### src/rtl/wide_smul_pkg.sv
package wide_smul_pkg;
  // Selects how many narrow multipliers build the product
  typedef enum logic [0:0] {
    ARCH_FOUR  = 1'b0,  // schoolbook: hh, hl, lh, ll
    ARCH_THREE = 1'b1   // Karatsuba: hh, ll, (aH+aL)*(bH+bL)
  } smul_arch_e;
endpackage

### src/rtl/smul_half_split.sv
module smul_half_split #(
  parameter int W = 36,
  localparam int H = W / 2
) (
  input  logic signed [W-1:0] op,
  output logic signed [H-1:0] hi,
  output logic        [H-1:0] lo
);
  // Upper half carries the sign, lower half is a plain magnitude
  assign hi = op[W-1:H];
  assign lo = op[H-1:0];
endmodule

### src/rtl/smul_partial_stage.sv
module smul_partial_stage
  import wide_smul_pkg::*;
#(
  parameter int         W    = 36,
  parameter smul_arch_e ARCH = ARCH_THREE,
  localparam int H  = W / 2,
  localparam int PW = 2 * H,       // width of a half-by-half product
  localparam int CW = 2 * H + 1,   // signed-by-unsigned product
  localparam int SW = H + 2,       // signed half sum, no truncation
  localparam int XW = 2 * H + 4    // middle term register width
) (
  input  logic                 clk,
  input  logic                 rst,
  input  logic                 in_valid,
  input  logic signed [H-1:0]  a_hi,
  input  logic        [H-1:0]  a_lo,
  input  logic signed [H-1:0]  b_hi,
  input  logic        [H-1:0]  b_lo,
  output logic                 pp_valid,
  output logic signed [PW-1:0] pp_hh,
  output logic signed [XW-1:0] pp_mid,
  output logic        [PW-1:0] pp_ll
);
  logic signed [PW-1:0] hh_w;
  logic        [PW-1:0] ll_w;
  logic signed [XW-1:0] mid_w;
  logic signed [H:0]    a_lo_s, b_lo_s;

  assign a_lo_s = $signed({1'b0, a_lo});
  assign b_lo_s = $signed({1'b0, b_lo});

  assign hh_w = PW'(a_hi) * PW'(b_hi);
  assign ll_w = PW'(a_lo) * PW'(b_lo);

  generate
    if (ARCH == ARCH_FOUR) begin : g_four
      logic signed [CW-1:0] hl_w, lh_w;
      assign hl_w  = CW'(a_hi) * CW'(b_lo_s);
      assign lh_w  = CW'(a_lo_s) * CW'(b_hi);
      assign mid_w = XW'(hl_w) + XW'(lh_w);
    end else begin : g_three
      logic signed [SW-1:0] sa_w, sb_w;
      assign sa_w  = SW'(a_hi) + SW'(a_lo_s);
      assign sb_w  = SW'(b_hi) + SW'(b_lo_s);
      assign mid_w = XW'(sa_w) * XW'(sb_w);
    end
  endgenerate

  always_ff @(posedge clk) begin
    if (rst) begin
      pp_valid <= 1'b0;
      pp_hh    <= '0;
      pp_mid   <= '0;
      pp_ll    <= '0;
    end else begin
      pp_valid <= in_valid;
      if (in_valid) begin
        pp_hh  <= hh_w;
        pp_mid <= mid_w;
        pp_ll  <= ll_w;
      end
    end
  end

  AST_STAGE1_VALID: assert property (@(posedge clk) disable iff (rst)
    in_valid |=> pp_valid);
  AST_STAGE1_QUIET: assert property (@(posedge clk) disable iff (rst)
    !in_valid |=> !pp_valid);
endmodule

### src/rtl/smul_recombine.sv
module smul_recombine
  import wide_smul_pkg::*;
#(
  parameter int         W    = 36,
  parameter smul_arch_e ARCH = ARCH_THREE,
  localparam int H  = W / 2,
  localparam int PW = 2 * H,
  localparam int XW = 2 * H + 4,
  localparam int RW = 2 * W
) (
  input  logic                 clk,
  input  logic                 rst,
  input  logic                 pp_valid,
  input  logic signed [PW-1:0] pp_hh,
  input  logic signed [XW-1:0] pp_mid,
  input  logic        [PW-1:0] pp_ll,
  output logic                 out_valid,
  output logic signed [RW-1:0] prod_out
);
  logic signed [RW-1:0] hh_x, mid_x, ll_x, cross_x, sum_w;

  assign hh_x  = RW'(pp_hh);
  assign mid_x = RW'(pp_mid);
  assign ll_x  = $signed({{(RW-PW){1'b0}}, pp_ll});

  generate
    if (ARCH == ARCH_FOUR) begin : g_four
      assign cross_x = mid_x;
    end else begin : g_three
      // Karatsuba middle term: (aH+aL)(bH+bL) - aH*bH - aL*bL
      assign cross_x = mid_x - hh_x - ll_x;
    end
  endgenerate

  assign sum_w = (hh_x <<< (2 * H)) + (cross_x <<< H) + ll_x;

  always_ff @(posedge clk) begin
    if (rst) begin
      out_valid <= 1'b0;
      prod_out  <= '0;
    end else begin
      out_valid <= pp_valid;
      if (pp_valid) prod_out <= sum_w;
    end
  end

  AST_STAGE2_VALID: assert property (@(posedge clk) disable iff (rst)
    pp_valid |=> out_valid);
  AST_HOLD_IDLE: assert property (@(posedge clk) disable iff (rst)
    !pp_valid |=> $stable(prod_out));
endmodule

### src/rtl/wide_smul.sv
module wide_smul
  import wide_smul_pkg::*;
#(
  parameter int         W    = 36,
  parameter smul_arch_e ARCH = ARCH_THREE,
  localparam int H  = W / 2,
  localparam int PW = 2 * H,
  localparam int XW = 2 * H + 4,
  localparam int RW = 2 * W
) (
  input  logic                 clk,
  input  logic                 rst,
  input  logic                 in_valid,
  input  logic signed [W-1:0]  a_in,
  input  logic signed [W-1:0]  b_in,
  output logic                 out_valid,
  output logic signed [RW-1:0] prod_out
);
  logic signed [H-1:0]  a_hi, b_hi;
  logic        [H-1:0]  a_lo, b_lo;
  logic                 pp_valid;
  logic signed [PW-1:0] pp_hh;
  logic signed [XW-1:0] pp_mid;
  logic        [PW-1:0] pp_ll;

  smul_half_split #(.W(W)) u_split_a (.op(a_in), .hi(a_hi), .lo(a_lo));
  smul_half_split #(.W(W)) u_split_b (.op(b_in), .hi(b_hi), .lo(b_lo));

  smul_partial_stage #(.W(W), .ARCH(ARCH)) u_pp (
    .clk(clk), .rst(rst), .in_valid(in_valid),
    .a_hi(a_hi), .a_lo(a_lo), .b_hi(b_hi), .b_lo(b_lo),
    .pp_valid(pp_valid), .pp_hh(pp_hh), .pp_mid(pp_mid), .pp_ll(pp_ll)
  );

  smul_recombine #(.W(W), .ARCH(ARCH)) u_sum (
    .clk(clk), .rst(rst), .pp_valid(pp_valid),
    .pp_hh(pp_hh), .pp_mid(pp_mid), .pp_ll(pp_ll),
    .out_valid(out_valid), .prod_out(prod_out)
  );

  AST_PRODUCT_EXACT: assert property (@(posedge clk) disable iff (rst)
    out_valid |-> (prod_out == RW'($past(a_in, 2)) * RW'($past(b_in, 2))));
  AST_OUT_QUIET: assert property (@(posedge clk) disable iff (rst)
    !pp_valid |=> !out_valid);
endmodule

### config.mk
export PLATFORM = sky130hd
export DESIGN_NAME = wide_smul
export DESIGN_NICKNAME = d
export VERILOG_FILES = /design/src/rtl/wide_smul_pkg.sv /design/src/rtl/smul_half_split.sv /design/src/rtl/smul_partial_stage.sv /design/src/rtl/smul_recombine.sv /design/src/rtl/wide_smul.sv
export SDC_FILE = /design/constraint.sdc
export NUM_CORES = 2
export LEC_CHECK = 0
export CAP_MARGIN = 20
export CORE_ASPECT_RATIO = 1.1
export CORE_MARGIN = 8
export CORE_UTILIZATION = 45
export DETAILED_ROUTE_END_ITERATION = 12
export DONT_BUFFER_PORTS = 1
export GPL_TIMING_DRIVEN = 0
export PLACE_DENSITY = 0.67
export RECOVER_POWER = 25
export SLEW_MARGIN = 15
export SYNTH_ARGS = -nofsm -noshare
export SYNTH_HDL_FRONTEND = slang
export SYNTH_SLANG_ARGS = --single-unit
### constraint.sdc
create_clock -name clk -period 24.1 [get_ports clk]
set_clock_uncertainty 0.1 [all_clocks]
set_input_delay 2.41 -clock clk [delete_from_list [all_inputs] [get_ports clk]]
set_output_delay 2.41 -clock clk [all_outputs]
set_load 0.05 [all_outputs]
After elaboration in Yosys (flattened, before gate mapping):

Cells that the tools add are included.

* $add $sub $neg: 6
* muxes and demuxes: 0
* order comparisons: 0
* reduce and logical (&&, ||, !) cells: 0
* bitwise logic cells: 0
* shift-type cells: 0
* equality and inequality tests: 0
* divide/modulo/power cells: 0
* $mul: 3

Operator list (count)
* adder 72 x 37 -> 72 bit: 1
* adder 72 bit: 1
* multiplier 18 x 18 -> 36 bit: 2
* subtractor 54 x 37 -> 54 bit: 1
* subtractor 40 x 36 -> 41 bit: 1
* adder 18 x 19 -> 20 bit: 2
* multiplier 20 x 20 -> 40 bit: 1

* bits in writable memories: 0
* memories: 0
* input bits: 75
* latch bits: 0
* memory bits (read-only): 0
* register bits after elaboration: 186

Longest topological paths before layout:

* depth in word-level cells: 4
* gate-level depth with buffers: 40
* gate-level depth less buffers: 39

Cells and area by module:

From an unflattened synthesis, not the netlist that was laid out.

* cells, all modules: 6001
* area, all modules: 52253.9 sq um

Modules (own cells, without submodules)
* smul_partial_stage: seq. area each 2262.2 sq um, area an instance 42733.5 sq um, cells each 4785, instances 1
* smul_recombine: seq. area each 1461.4 sq um, area an instance 8979.9 sq um, cells each 1144, instances 1
* smul_half_split: seq. area each 0.0 sq um, area an instance 270.3 sq um, cells each 36, instances 2

Worst setup path before layout:

OpenSTA, ideal clock, no wires.

* path type: input port to flip-flop
* start: in a_in[1]
* end: reg u_pp.pp_mid[38]
* data arrival time: 11.278 ns
* data required time: 23.874 ns
* path buffers: 3
* setup slack: 12.596 ns
* setup time: 0.126 ns
* cell stages on the path: 40
* cells stage by stage: clkbuf_1 -> inv_1 -> fa_1 -> nor2b_1 -> o21ai_0 -> a21boi_1 -> o21ai_1 -> a211oi_1 -> nor2_1 -> a211oi_1 -> a41o_1 -> o41a_1 -> xor2_1 -> buf_2 -> buf_2 -> nand2_1 -> fa_1 -> inv_1 -> [4 not listed] -> fa_1 -> fa_1 -> fa_1 -> inv_1 -> fa_1 -> inv_1 -> ha_1 -> a21o_1 -> a21o_1 -> a221oi_1 -> o21ai_0 -> a2111o_1 -> a21o_1 -> a31o_2 -> a31oi_1 -> o21ai_1 -> xnor2_1 -> o21ai_1

* word-level cells in the longest chain between the ends: 2

Ends and longest elaborated chain
* start: declaration: RTL line wide_smul.sv:14 `input logic signed [W-1:0] a_in,`
* adder 18 x 19 -> 20 bit: RTL line smul_partial_stage.sv:43 `assign sa_w = SW'(a_hi) + SW'(a_lo_s);`
* multiplier 20 x 20 -> 40 bit: RTL line smul_partial_stage.sv:45 `assign mid_w = XW'(sa_w) * XW'(sb_w);`
* end signal: assignment: RTL line smul_partial_stage.sv:59 `pp_mid <= mid_w;`
* end: declaration: RTL line smul_partial_stage.sv:21 `output logic signed [XW-1:0] pp_mid,`

Every way passes these cells.
A chain may end at the register's enable or synchronous reset.

Worst setup path after layout:

* start: in a_in[1]
* end: reg u_pp.pp_mid[35]

Same word-level chain as after synthesis.

==> report_table.html <==
<table>
<tr><th>Metric</th><th>Value</th></tr>
<tr><th colspan="2">Timing</th></tr>
<tr><td>Post-layout worst setup margin</td><td>around 11 ns</td></tr>
<tr><td>Crit path time final</td><td>between 10 and 15 ns</td></tr>
<tr><td>Peak clock frequency supported by timing</td><td>0.0743 GHz</td></tr>
<tr><td>Slew @ Worst Pin</td><td>~1.1 ns</td></tr>
<tr><td>Unrepaired setup endpoints after global routing</td><td>false</td></tr>
<tr><td>Setup-failing EPs final</td><td>0</td></tr>
<tr><td>Crit share post-route</td><td>55.9%</td></tr>
<tr><td>Relative slew margins</td><td>23.5%</td></tr>
<tr><td>Max-slew violations</td><td>0</td></tr>
<tr><td>Hold violation total from the final report</td><td>0</td></tr>
<tr><td>Aggregate negative setup slack</td><td>0 ns</td></tr>
<tr><th colspan="2">Global routing</th></tr>
<tr><td>Antenna violations before repair</td><td>19</td></tr>
<tr><td>Via count of the first global-routing pass</td><td>between 40000 and 50000</td></tr>
<tr><td>Aggregate global-route resource usage</td><td>26.7%</td></tr>
<tr><td>Global-route wire length before repair</td><td>~260000 µm</td></tr>
<tr><td>Total grt overflow</td><td>0</td></tr>
<tr><td>Maximum number of pins on one net before global-route repair</td><td>19</td></tr>
<tr><th colspan="2">Synth</th></tr>
<tr><td>Average cell area after synthesis</td><td>8.60 µm²</td></tr>
<tr><td>Share of the synthesized area in the top cell type</td><td>39.0%</td></tr>
<tr><td>Synthesized area</td><td>about 52000 µm²</td></tr>
<tr><td>Cell taking the most area after synthesis</td><td>fa_1</td></tr>
<tr><td>Number of flops mapped to enable cells by yosys</td><td>0</td></tr>
<tr><td>Sequential element share of the synthesized area</td><td>~7%</td></tr>
<tr><td>Synthesized instance count</td><td>6023</td></tr>
<tr><td>Post-synth cell types</td><td>96</td></tr>
<tr><td>Most instantiated flip-flop cell in the synthesis netlist</td><td>dfxtp_1</td></tr>
<tr><td>Most common cell in the netlist</td><td>inv_1</td></tr>
<tr><td>Biggest area contributors in the synthesized netlist</td><td>fa_1, ha_1, inv_1</td></tr>
<tr><td>Leading cell types by count after synthesis</td><td>inv_1, fa_1, nand2_1, ha_1, nor2_1</td></tr>
<tr><td>Number of warning messages in the yosys log</td><td>0</td></tr>
<tr><td>Count of state elements after synthesis</td><td>approximately 190</td></tr>
<tr><td>Synth async-reset ratio</td><td>0%</td></tr>
<tr><td>Syn nets</td><td>7585</td></tr>
<tr><th colspan="2">Die</th></tr>
<tr><td>Die Width</td><td>about 340 µm</td></tr>
<tr><td>Floorplan die area</td><td>around 130000 µm²</td></tr>
<tr><td>Number of placement rows</td><td>130</td></tr>
<tr><td>Starting density of the core</td><td>around 45%</td></tr>
<tr><td>Area of the core</td><td>114000 µm²</td></tr>
<tr><td>Number of top-level pins</td><td>148</td></tr>
<tr><td>Floorplan die height</td><td>372 µm</td></tr>
<tr><th colspan="2">Flow run</th></tr>
<tr><td>Max-cap violations</td><td>0</td></tr>
<tr><th colspan="2">CTS</th></tr>
<tr><td>Post-cts resize count</td><td>0</td></tr>
<tr><td>Clock Root Buffer</td><td>clkbuf_16</td></tr>
<tr><td>CTS Hold Bufs</td><td>0</td></tr>
<tr><td>H-tree depth</td><td>4</td></tr>
<tr><td>Cts bufs inserted</td><td>17</td></tr>
<tr><td>Post-CTS setup-driven buffer insertion count</td><td>0</td></tr>
<tr><td>TritonCTS sink count</td><td>~190</td></tr>
<tr><td>Clk Latency, worst-skew pair</td><td>0.48 ns</td></tr>
<tr><td>Worst-case clock buffer depth</td><td>2</td></tr>
<tr><td>Clock tree from TritonCTS</td><td>built</td></tr>
<tr><td>CTS clk-pin slew, worst paths</td><td>about 0.080 ns</td></tr>
<tr><th colspan="2">Routing</th></tr>
<tr><td>Count of antenna-violating nets left after detailed routing</td><td>0</td></tr>
<tr><td>First DRT Iteration DRCs</td><td>a little over 3000</td></tr>
<tr><td>Via density per instance</td><td>~5.4</td></tr>
<tr><td>Routed wire length on met3</td><td>about 16000 µm</td></tr>
<tr><td>Routed length on met2</td><td>76200 µm</td></tr>
<tr><td>DRC violation count after routing</td><td>0</td></tr>
<tr><td>Highest layer used for signal routing</td><td>met5</td></tr>
<tr><td>Drt pass-1 iters</td><td>6</td></tr>
<tr><td>Met1 Wirelength</td><td>roughly 70000 µm</td></tr>
<tr><td>Vias after detailed routing</td><td>41300</td></tr>
<tr><td>Routed wire length</td><td>171000 µm</td></tr>
<tr><td>Post-detailed-route wirelength per cell</td><td>~22 µm</td></tr>
<tr><th colspan="2">Layout</th></tr>
<tr><td>Cell Count, Final, Fillers Out</td><td>approximately 7600</td></tr>
<tr><td>Area used by multi-input combinational logic</td><td>around 43000 µm²</td></tr>
<tr><td>Post-layout util</td><td>between 40% and 50%</td></tr>
<tr><td>Fillcell total</td><td>11200</td></tr>
<tr><td>Layout-stage area growth over the synthesis result</td><td>5.00%</td></tr>
<tr><td>Number of nets in the layout</td><td>approximately 7600</td></tr>
<tr><td>Share of layout cells above drive strength 1</td><td>~1.6%</td></tr>
<tr><td>Sequential cell area</td><td>3720 µm²</td></tr>
<tr><th colspan="2">Place</th></tr>
<tr><td>Total of buffers placed on input and output ports</td><td>0</td></tr>
<tr><td>Final RePlAce weighted congestion</td><td>1.01</td></tr>
<tr><td>Total instance count after detailed placement</td><td>between 7000 and 8000</td></tr>
<tr><td>DP HPWL</td><td>around 150000 µm</td></tr>
<tr><td>Worst setup slack after placement</td><td>approximately 10 ns</td></tr>
<tr><th colspan="2">Hold path</th></tr>
<tr><td>Worst min path class</td><td>reg2reg</td></tr>
<tr><td>Worst min-delay path startpoint</td><td>u_pp.pp_mid[0]$_SDFFE_PP0P_</td></tr>
<tr><th colspan="2">Worst setup path</th></tr>
<tr><td>Worst reg2reg path startpoint</td><td>u_pp.pp_hh[0]$_SDFFE_PP0P_</td></tr>
<tr><td>Start point of the critical path</td><td>a_in[1]</td></tr>
<tr><td>Critical Path Most Common Cell</td><td>fa_1</td></tr>
<tr><td>Worst Setup Path Type</td><td>in2reg</td></tr>
<tr><td>Req. time, crit path</td><td>roughly 24 ns</td></tr>
<tr><td>Slowest library cell on the worst path</td><td>clkbuf_1</td></tr>
<tr><td>Critical path fanouts, max</td><td>10</td></tr>
<tr><td>Largest stage delay, worst path</td><td>between 0.6 and 0.7 ns</td></tr>
<tr><td>Data arrival time of the critical path</td><td>approximately 14 ns</td></tr>
<tr><td>Startpoint types</td><td>input pin</td></tr>
<tr><td>Crit path capture type</td><td>flip-flop</td></tr>
<tr><th colspan="2">Run status</th></tr>
<tr><td>Run status</td><td>complete, no violations</td></tr>
</table>
[cell usage in the layout (no fill, tap or decap), types with 49 or more instances in the layout]
master and n:
inv_1 1219, fa_1 1010, nand2_1 813, ha_1 477
nor2_1 365, and2_1 279, clkbuf_1 229, a21oi_1 218
dfxtp_1 186, xnor2_1 181, o21ai_0 114, mux2i_1 103
a21o_1 89, xor2_1 67, nor3_1 55, nand3_1 54
nand2b_1 49
[routing by layer]
metal	track usage, %	vias up
met4	11.6	8
met1	34.4	20600
met5	0	-
li1	-	18700
met2	43.3	1708
met3	5.89	358
[cell families after synthesis]
group | synth area share [%]
simple gates | 15.9
buf+inv | 10.6
flops | 7.18
mux | 1.99
compound gates | 9.58
fa+ha+maj | 50.5
xor+xnor | 4.22
[worst max-delay path, delay by kind of cell]
family | cells | cell delay, ns
adders and majority gates | 9 | 4.61
and+or+nand+nor | 6 | 0.87
xor gates and xnor gates | 1 | 0.26
AOI/OAI and AO/OA | 14 | 3.67
buffers and inverters | 9 | 1.87
[final timing paths]
kind	cells past startpoint	slack, ns	to
max	39	10.64	u_pp.pp_mid[35]$_SDFFE_PP0P_
min	2	0.37	u_pp.pp_mid[0]$_SDFFE_PP0P_
max reg2reg	37	15.87	u_sum.prod_out[69]$_SDFFE_PP0P_
min reg2reg	2	0.37	u_pp.pp_mid[0]$_SDFFE_PP0P_
[state kept, by name, indices dropped and copies added (netlist names)]
signal and cells:
u_pp.pp_mid 40, u_pp.pp_valid 1, u_sum.prod_out 72, u_pp.pp_ll 36
u_pp.pp_hh 36, u_sum.out_valid 1
[per-stage QoR]
stage                     instance area [µm²]  hold WS, ns
after floorplan                         51800        0.329
after global placement                  53700        0.353
after detailed placement                53700        0.360
after CTS                               54300        0.368
after global routing                    54400        0.375
final                                   54400        0.374
[final cells by class]
type,count,share of cell area [%]
Multi-Input combinational cell,4373,78.3
Inverter,1220,8.42
Sequential cell,186,6.84
Tap cell,1518,3.49
Buffer,244,1.70
Clock buffer,20,0.821
Clock inverter,12,0.283
Antenna cell,22,0.101
Timing Repair Buffer,4,0.0506
Power is not shown: default switching activity piles up to over one toggle a cycle in this logic, so the estimate is an artifact.
